`config.mk`:
```
export PLATFORM = sky130hd
export DESIGN_NAME = i2c_addr_match
export DESIGN_NICKNAME = d
export VERILOG_FILES = /design/src/rtl/i2c_am_pkg.sv /design/src/rtl/i2c_am_cfg.sv /design/src/rtl/i2c_am_shift.sv /design/src/rtl/i2c_am_cmp.sv /design/src/rtl/i2c_addr_match.sv
export SDC_FILE = /design/constraint.sdc
export NUM_CORES = 1
export LEC_CHECK = 0
export BUFFER_PORTS_ARGS = -buffer_cell sky130_fd_sc_hd__buf_2
export CELL_PAD_IN_SITES_DETAIL_PLACEMENT = 1
export CELL_PAD_IN_SITES_GLOBAL_PLACEMENT = 1
export CORE_UTILIZATION = 25
export CTS_CLUSTER_DIAMETER = 150
export DETAILED_ROUTE_END_ITERATION = 8
export PLACE_DENSITY = 0.52
export SYNTH_ARGS = -nofsm -noshare
export SYNTH_HDL_FRONTEND = slang
export SYNTH_SLANG_ARGS = --single-unit
```
`constraint.sdc`:
```
create_clock -name clk -period 2.7 [get_ports clk]
set_input_delay 0.405 -clock clk [delete_from_list [all_inputs] [get_ports clk]]
set_output_delay 0.405 -clock clk [all_outputs]
set_load 0.01 [all_outputs]
```
`src/rtl/i2c_am_pkg.sv`:
```
package i2c_am_pkg;
  localparam int unsigned AM_BYTE_W = 8;
  localparam int unsigned AM_PFX_W  = AM_BYTE_W - 3;
  localparam logic [AM_PFX_W-1:0] AM_TEN_PFX = 5'b11110;

  typedef enum logic [1:0] {
    AM_IDLE = 2'd0,
    AM_CAPT = 2'd1,
    AM_DONE = 2'd2
  } am_state_e;
endpackage

```
`src/rtl/i2c_am_cfg.sv`:
```
module i2c_am_cfg #(
  parameter int unsigned BYTE_W = i2c_am_pkg::AM_BYTE_W
) (
  input  logic              clk,
  input  logic              rst_n,
  input  logic              start_i,
  input  logic              addr_we_i,
  input  logic [BYTE_W-1:0] addr_wdata_i,
  input  logic              mask_we_i,
  input  logic [BYTE_W-1:0] mask_wdata_i,
  output logic [BYTE_W-1:0] cfg_addr_o,
  output logic [BYTE_W-1:0] cfg_mask_o,
  output logic [BYTE_W-1:0] act_addr_o,
  output logic [BYTE_W-1:0] act_mask_o
);
  logic [BYTE_W-1:0] addr_q, addr_d, mask_q, mask_d;
  logic [BYTE_W-1:0] act_addr_q, act_addr_d, act_mask_q, act_mask_d;

  always_comb begin
    addr_d     = addr_q;
    mask_d     = mask_q;
    if (addr_we_i) addr_d = {addr_wdata_i[BYTE_W-1:1], 1'b0};
    if (mask_we_i) mask_d = {mask_wdata_i[BYTE_W-1:1], 1'b0};
    act_addr_d = act_addr_q;
    act_mask_d = act_mask_q;
    if (start_i) begin
      act_addr_d = addr_d;
      act_mask_d = mask_d;
    end
  end

  always_ff @(posedge clk or negedge rst_n) begin
    if (!rst_n) begin
      addr_q     <= '0;
      mask_q     <= '0;
      act_addr_q <= '0;
      act_mask_q <= '0;
    end else begin
      addr_q     <= addr_d;
      mask_q     <= mask_d;
      act_addr_q <= act_addr_d;
      act_mask_q <= act_mask_d;
    end
  end

  assign cfg_addr_o = addr_q;
  assign cfg_mask_o = mask_q;
  assign act_addr_o = act_addr_q;
  assign act_mask_o = act_mask_q;

  p_addr_wr_r1: assert property (@(posedge clk) disable iff (!rst_n)
    addr_we_i |=> cfg_addr_o == {$past(addr_wdata_i[BYTE_W-1:1]), 1'b0});
  p_mask_wr_r2: assert property (@(posedge clk) disable iff (!rst_n)
    mask_we_i |=> cfg_mask_o == {$past(mask_wdata_i[BYTE_W-1:1]), 1'b0});
  p_active_hold_r8: assert property (@(posedge clk) disable iff (!rst_n)
    !start_i |=> ($stable(act_addr_o) && $stable(act_mask_o)));
  p_active_load_r8: assert property (@(posedge clk) disable iff (!rst_n)
    start_i |=> (act_addr_o == cfg_addr_o && act_mask_o == cfg_mask_o));
endmodule

```
`src/rtl/i2c_am_shift.sv`:
```
module i2c_am_shift #(
  parameter int unsigned BYTE_W = i2c_am_pkg::AM_BYTE_W
) (
  input  logic              clk,
  input  logic              rst_n,
  input  logic              start_i,
  input  logic              stop_i,
  input  logic              bit_stb_i,
  input  logic              bit_i,
  output logic [BYTE_W-1:0] rx_byte_o,
  output logic              byte_rdy_o
);
  import i2c_am_pkg::*;
  localparam int unsigned CNT_W = $clog2(BYTE_W + 1);
  localparam logic [CNT_W-1:0] LAST_IDX = CNT_W'(BYTE_W - 1);

  am_state_e         state_q, state_d;
  logic [CNT_W-1:0]  cnt_q, cnt_d;
  logic [BYTE_W-1:0] sh_q, sh_d;
  logic              rdy_q, rdy_d;
  logic              sh_en;

  assign sh_en = bit_stb_i && (state_q == AM_CAPT) && !start_i && !stop_i;

  always_comb begin
    state_d = state_q;
    cnt_d   = cnt_q;
    sh_d    = sh_q;
    rdy_d   = 1'b0;
    if (start_i) begin
      state_d = AM_CAPT;
      cnt_d   = '0;
    end else if (stop_i) begin
      state_d = AM_IDLE;
      cnt_d   = '0;
    end else if (sh_en) begin
      sh_d  = {sh_q[BYTE_W-2:0], bit_i};
      cnt_d = cnt_q + 1'b1;
      if (cnt_q == LAST_IDX) begin
        state_d = AM_DONE;
        rdy_d   = 1'b1;
      end
    end
  end

  always_ff @(posedge clk or negedge rst_n) begin
    if (!rst_n) begin
      state_q <= AM_IDLE;
      cnt_q   <= '0;
      sh_q    <= '0;
      rdy_q   <= 1'b0;
    end else begin
      state_q <= state_d;
      cnt_q   <= cnt_d;
      sh_q    <= sh_d;
      rdy_q   <= rdy_d;
    end
  end

  assign rx_byte_o  = sh_q;
  assign byte_rdy_o = rdy_q;

  p_cnt_bound_r10: assert property (@(posedge clk) disable iff (!rst_n)
    cnt_q <= CNT_W'(BYTE_W));
  p_rdy_single_r10: assert property (@(posedge clk) disable iff (!rst_n)
    byte_rdy_o |=> !byte_rdy_o);
  p_stop_abort_r7: assert property (@(posedge clk) disable iff (!rst_n)
    (stop_i && !start_i) |=> (state_q == AM_IDLE && !byte_rdy_o));
  p_start_restart_r11: assert property (@(posedge clk) disable iff (!rst_n)
    start_i |=> (state_q == AM_CAPT && cnt_q == '0 && !byte_rdy_o));
endmodule

```
`src/rtl/i2c_am_cmp.sv`:
```
module i2c_am_cmp #(
  parameter int unsigned BYTE_W = i2c_am_pkg::AM_BYTE_W
) (
  input  logic [BYTE_W-1:0] rx_byte_i,
  input  logic [BYTE_W-1:0] addr_i,
  input  logic [BYTE_W-1:0] mask_i,
  input  logic              tenbit_i,
  output logic              hit_o
);
  import i2c_am_pkg::*;
  localparam int unsigned PFX_LO = BYTE_W - AM_PFX_W;

  logic [BYTE_W-1:0] miss;

  assign miss[0] = 1'b0;

  for (genvar i = 1; i < BYTE_W; i++) begin : g_bit
    logic masked_miss;
    assign masked_miss = (rx_byte_i[i] ^ addr_i[i]) & mask_i[i];
    if (i >= PFX_LO) begin : g_pfx
      assign miss[i] = tenbit_i ? (rx_byte_i[i] != AM_TEN_PFX[i-PFX_LO]) : masked_miss;
    end else begin : g_cmp
      assign miss[i] = masked_miss;
    end
  end

  assign hit_o = ~|miss;
endmodule

```
`src/rtl/i2c_addr_match.sv`:
```
module i2c_addr_match #(
  parameter int unsigned BYTE_W = i2c_am_pkg::AM_BYTE_W
) (
  input  logic              clk,
  input  logic              rst_n,
  input  logic              start_i,
  input  logic              stop_i,
  input  logic              bit_stb_i,
  input  logic              bit_i,
  input  logic              tenbit_i,
  input  logic              addr_we_i,
  input  logic [BYTE_W-1:0] addr_wdata_i,
  input  logic              mask_we_i,
  input  logic [BYTE_W-1:0] mask_wdata_i,
  output logic [BYTE_W-1:0] cfg_addr_o,
  output logic [BYTE_W-1:0] cfg_mask_o,
  output logic              match_o,
  output logic              ack_o,
  output logic              rw_o
);
  logic rst_meta_q, rst_sn;
  logic [BYTE_W-1:0] act_addr, act_mask, rx_byte;
  logic byte_rdy, hit, match_hit;
  logic match_q, match_d, ack_q, ack_d, rw_q, rw_d;

  always_ff @(posedge clk or negedge rst_n) begin
    if (!rst_n) begin
      rst_meta_q <= 1'b0;
      rst_sn     <= 1'b0;
    end else begin
      rst_meta_q <= 1'b1;
      rst_sn     <= rst_meta_q;
    end
  end

  i2c_am_cfg #(.BYTE_W(BYTE_W)) u_cfg (
    .clk          (clk),
    .rst_n        (rst_sn),
    .start_i      (start_i),
    .addr_we_i    (addr_we_i),
    .addr_wdata_i (addr_wdata_i),
    .mask_we_i    (mask_we_i),
    .mask_wdata_i (mask_wdata_i),
    .cfg_addr_o   (cfg_addr_o),
    .cfg_mask_o   (cfg_mask_o),
    .act_addr_o   (act_addr),
    .act_mask_o   (act_mask)
  );

  i2c_am_shift #(.BYTE_W(BYTE_W)) u_shift (
    .clk        (clk),
    .rst_n      (rst_sn),
    .start_i    (start_i),
    .stop_i     (stop_i),
    .bit_stb_i  (bit_stb_i),
    .bit_i      (bit_i),
    .rx_byte_o  (rx_byte),
    .byte_rdy_o (byte_rdy)
  );

  i2c_am_cmp #(.BYTE_W(BYTE_W)) u_cmp (
    .rx_byte_i (rx_byte),
    .addr_i    (act_addr),
    .mask_i    (act_mask),
    .tenbit_i  (tenbit_i),
    .hit_o     (hit)
  );

  assign match_hit = byte_rdy && hit && !start_i && !stop_i;

  always_comb begin
    match_d = match_hit;
    ack_d   = ack_q;
    rw_d    = rw_q;
    if (byte_rdy) rw_d = rx_byte[0];
    if (match_hit) ack_d = 1'b1;
    else if (bit_stb_i || start_i || stop_i) ack_d = 1'b0;
  end

  always_ff @(posedge clk or negedge rst_sn) begin
    if (!rst_sn) begin
      match_q <= 1'b0;
      ack_q   <= 1'b0;
      rw_q    <= 1'b0;
    end else begin
      match_q <= match_d;
      ack_q   <= ack_d;
      rw_q    <= rw_d;
    end
  end

  assign match_o = match_q;
  assign ack_o   = ack_q;
  assign rw_o    = rw_q;

  p_match_pulse_r6: assert property (@(posedge clk) disable iff (!rst_sn)
    match_o |=> !match_o);
  p_match_ack_r6: assert property (@(posedge clk) disable iff (!rst_sn)
    match_o |-> ack_o);
  p_ack_release_r6: assert property (@(posedge clk) disable iff (!rst_sn)
    (ack_o && (bit_stb_i || start_i || stop_i)) |=> !ack_o);
  p_no_match_abort_r7: assert property (@(posedge clk) disable iff (!rst_sn)
    (start_i || stop_i) |=> !match_o);
  p_ack_source_r6: assert property (@(posedge clk) disable iff (!rst_sn)
    $rose(ack_o) |-> match_o);
endmodule

```
==> impl_metrics.env <==
export IMPL_outcome="complete, no violations"
export IMPL_rsz0062_at_grt="false"
export IMPL_wl_per_cell_um=14.58
export IMPL_die_y_um=92.10
export IMPL_worst_slew_pin_slew_ps=1028
export IMPL_synth_cell_type_count=30
export IMPL_numCtsBuffers=5
export IMPL_yosys_area_share_adder_pct=0.6165
export IMPL_ys_warn_count=0
export IMPL_cp_arrival_ps=1620
export IMPL_clock_skew_ps=8.327
export IMPL_gp_congestion=0.7636
export IMPL_fin_crit_ps=1409
export IMPL_pin_count=44
export IMPL_insertion_delay_ps=300
export IMPL_port_buffers=41
export IMPL_core_um2=7807
export IMPL_grt_max_degree=49
export IMPL_relSlewSlack_pct=31.46
export IMPL_syn_nets=163
export IMPL_critical_path_max_fanout=5
export IMPL_fin_util_pct=31.44
export IMPL_final_cell_mix="dfrtp_1 (49), buf_2 (41), mux2_2 (37)"
export IMPL_slew_violations=0
export IMPL_synth_area_um2=2029
export IMPL_cp_end_kind="flop"
export IMPL_finalNetCount=207
export IMPL_holdWs_ps=344.6
export IMPL_grt_first_pass_wirelength_um=7003
export IMPL_seq_area_frac_synth_pct=61.65
export IMPL_postLayoutCellArea_um2=2455
export IMPL_netlist_instances=137
export IMPL_cts_tree="built"
export IMPL_synth_top_family_by_area="multiplexers"
export IMPL_dpl_cell_count=275
export IMPL_routed_wl_um=4141
export IMPL_clock_path_buffers=2
export IMPL_start_kind="flop"
export IMPL_synth_avg_cell_area_um2=14.81
export IMPL_drt_pass1_iter_count=3
export IMPL_clk_pin_slew_worst_paths_ps=90
export IMPL_ir_drop_mv=0.2544
export IMPL_grt_pass1_vias=1402
export IMPL_synthMuxAreaShare_pct=21.02
export IMPL_ys_seq_elements=50
export IMPL_clock_sinks=50
export IMPL_via_per_inst=4.401
export IMPL_dieArea_um2=8482
export IMPL_final_hold_viol_count=0
export IMPL_period_share_pct=52.17
export IMPL_max_cap_violations=0
export IMPL_pwr_density_cell_nw_per_um2=684.9
export IMPL_placed_area_um2=2331
export IMPL_instances_no_fill=284
export IMPL_die_w_um=92.10
export IMPL_vias=1250
export IMPL_crit_type="reg -> reg"
export IMPL_synth_compound_area_share_pct=5.610
export IMPL_setup_violations=0
export IMPL_final_common_cell="dfrtp_1"
export IMPL_h_tree_depth=2
export IMPL_syn2layout_area_growth_pct=20.96
export IMPL_first_iter_violations=17
export IMPL_drc=0
export IMPL_initial_core_util_pct=25.99
export IMPL_p_leak_nw=1.113
export IMPL_root_buffer="clkbuf_8"
export IMPL_synth_simple_gate_area_share_pct=7.152
export IMPL_tns_ps=0
export IMPL_grt_overflow_total=0
export IMPL_diodes=0
export IMPL_hold_class="in -> reg"
export IMPL_worstPathRequired_ps=2910
export IMPL_grt_total_usage_pct=10.84
export IMPL_dpl_hpwl_um=3143
export IMPL_synthXorXnorAreaFrac_pct=2.158
export IMPL_ant_nets=0
export IMPL_rows=32
export IMPL_fmax_mhz=710.0
export IMPL_antenna_found_initial=0
export IMPL_drive_gt1_share_pct=50.55
==> critical path, stage by stage (launching register included) <==
cell	delay (ps)
dfrtp_1	400
and3b_1	410
nand4_1	170
xor2_1	170
nor3_1	160
==> kinds of logic (layout without fill, tap and decap cells) <==
logic type,Yosys count,in the layout
flip-flops,50,50
multiplexers,38,38
AND/OR/NAND/NOR,22,22
AO/OA/AOI/OAI,15,15
XOR/XNOR,5,5
buffers and inverters,5,50
adder cells (fa/ha/maj),1,1
other,1,1
==> metrics by stage <==
step / worst slack [ps] / power, W
6_report: 1291 / 0.001681
5_1_grt: 1241 / 0.001776
4_1_cts: 1275 / 0.001710
3_5_place_dp: 1140 / 0.001181
3_3_place_gp: 1195 / 0.001163
2_1_floorplan: 1205 / 0.001084
==> report_power, final <==
part / internal, W / switching [W] / total [W] / leakage (nW)
Sequential: 0.000843 / 0.0000935 / 0.000937 / 0.618
Clock: 0.000276 / 0.000245 / 0.000520 / 0.0504
Combinational: 0.000131 / 0.0000939 / 0.000225 / 0.445
Total: 0.00125 / 0.000432 / 0.00168 / 1.11
==> synth_stat cells <==
| master | number | area share (%) |
|---|---|---|
| dfrtp_1 | 50 | 62 |
| mux2_2 | 37 | 21 |
| nand2_1 | 5 | 0.92 |
| nor3_1 | 5 | 1.2 |
| a21oi_1 | 4 | 0.99 |
| xor2_1 | 4 | 1.7 |
| buf_4 | 3 | 1.1 |
| nand3b_1 | 3 | 1.1 |
| nor2b_1 | 3 | 0.92 |
| buf_2 | 2 | 0.49 |
| o22a_1 | 2 | 0.86 |
| a21o_1 | 1 | 0.37 |
| a22oi_1 | 1 | 0.37 |
| a31oi_1 | 1 | 0.31 |
| and3b_1 | 1 | 0.43 |
| conb_1 | 1 | 0.18 |
| ha_1 | 1 | 0.62 |
| mux2i_1 | 1 | 0.49 |
| nand2_4 | 1 | 0.55 |
| nand2b_1 | 1 | 0.31 |
| nand4_1 | 1 | 0.31 |
| nor2_4 | 1 | 0.55 |
| nor3_4 | 1 | 0.80 |
| o211ai_1 | 1 | 0.37 |
| o211ai_2 | 1 | 0.62 |
| o21ai_0 | 1 | 0.25 |
| o21bai_1 | 1 | 0.37 |
| o311a_1 | 1 | 0.49 |
| o31ai_2 | 1 | 0.62 |
| xnor2_1 | 1 | 0.43 |
==> final cells by class <==
type / instances / area [um^2]
clock buffers: 5 / 68.82
fillers: 853 / 5353
multi-input cells: 82 / 745.7
well taps: 102 / 127.6
clock inverters: 3 / 45.04
repair buffers: 42 / 215.2
flip-flops and latches: 50 / 1252
==> worst paths after layout <==
path                                    start                   end  slack, ps  cells past startpoint
min reg2reg                        rst_meta_q                rst_sn        360                      0
max in group asynchronous              rst_sn   u_cfg.act_addr_o[5]       1610                      0
max reg2reg                u_shift.state_q[1]      u_shift.cnt_q[3]       1290                      4
max                        u_shift.state_q[1]      u_shift.cnt_q[3]       1290                      4
min                                     bit_i  u_shift.rx_byte_o[0]        340                      2
min in group asynchronous               rst_n                rst_sn        410                      2
==> flip-flops by register name, summed over array words and instances (netlist names), 2 cells and up <==
signal             count
u_cfg.cfg_addr_o       8
u_cfg.cfg_mask_o       8
u_shift.rx_byte_o      8
u_cfg.act_addr_o       7
u_cfg.act_mask_o       7
u_shift.cnt_q          4
u_shift.state_q        2
==> metal layers <==
metal  GRT usage, %  share of wire, %  up-vias
met5              0                 0        -
met4          4.688               1.8        0
met3          2.819               4.0        7
met2          18.72                52       27
met1          12.64                42      640
li1               -                 -      576
==> timing repair <==
item / 4_1_cts / 5_1_grt
resized for setup: 0 / 0
setup buffers: 0 / 0
hold endpoints to repair: 2 / 0
hold buffers: 1 / 0
No activity file was read; power rests on OpenSTA's default activity.
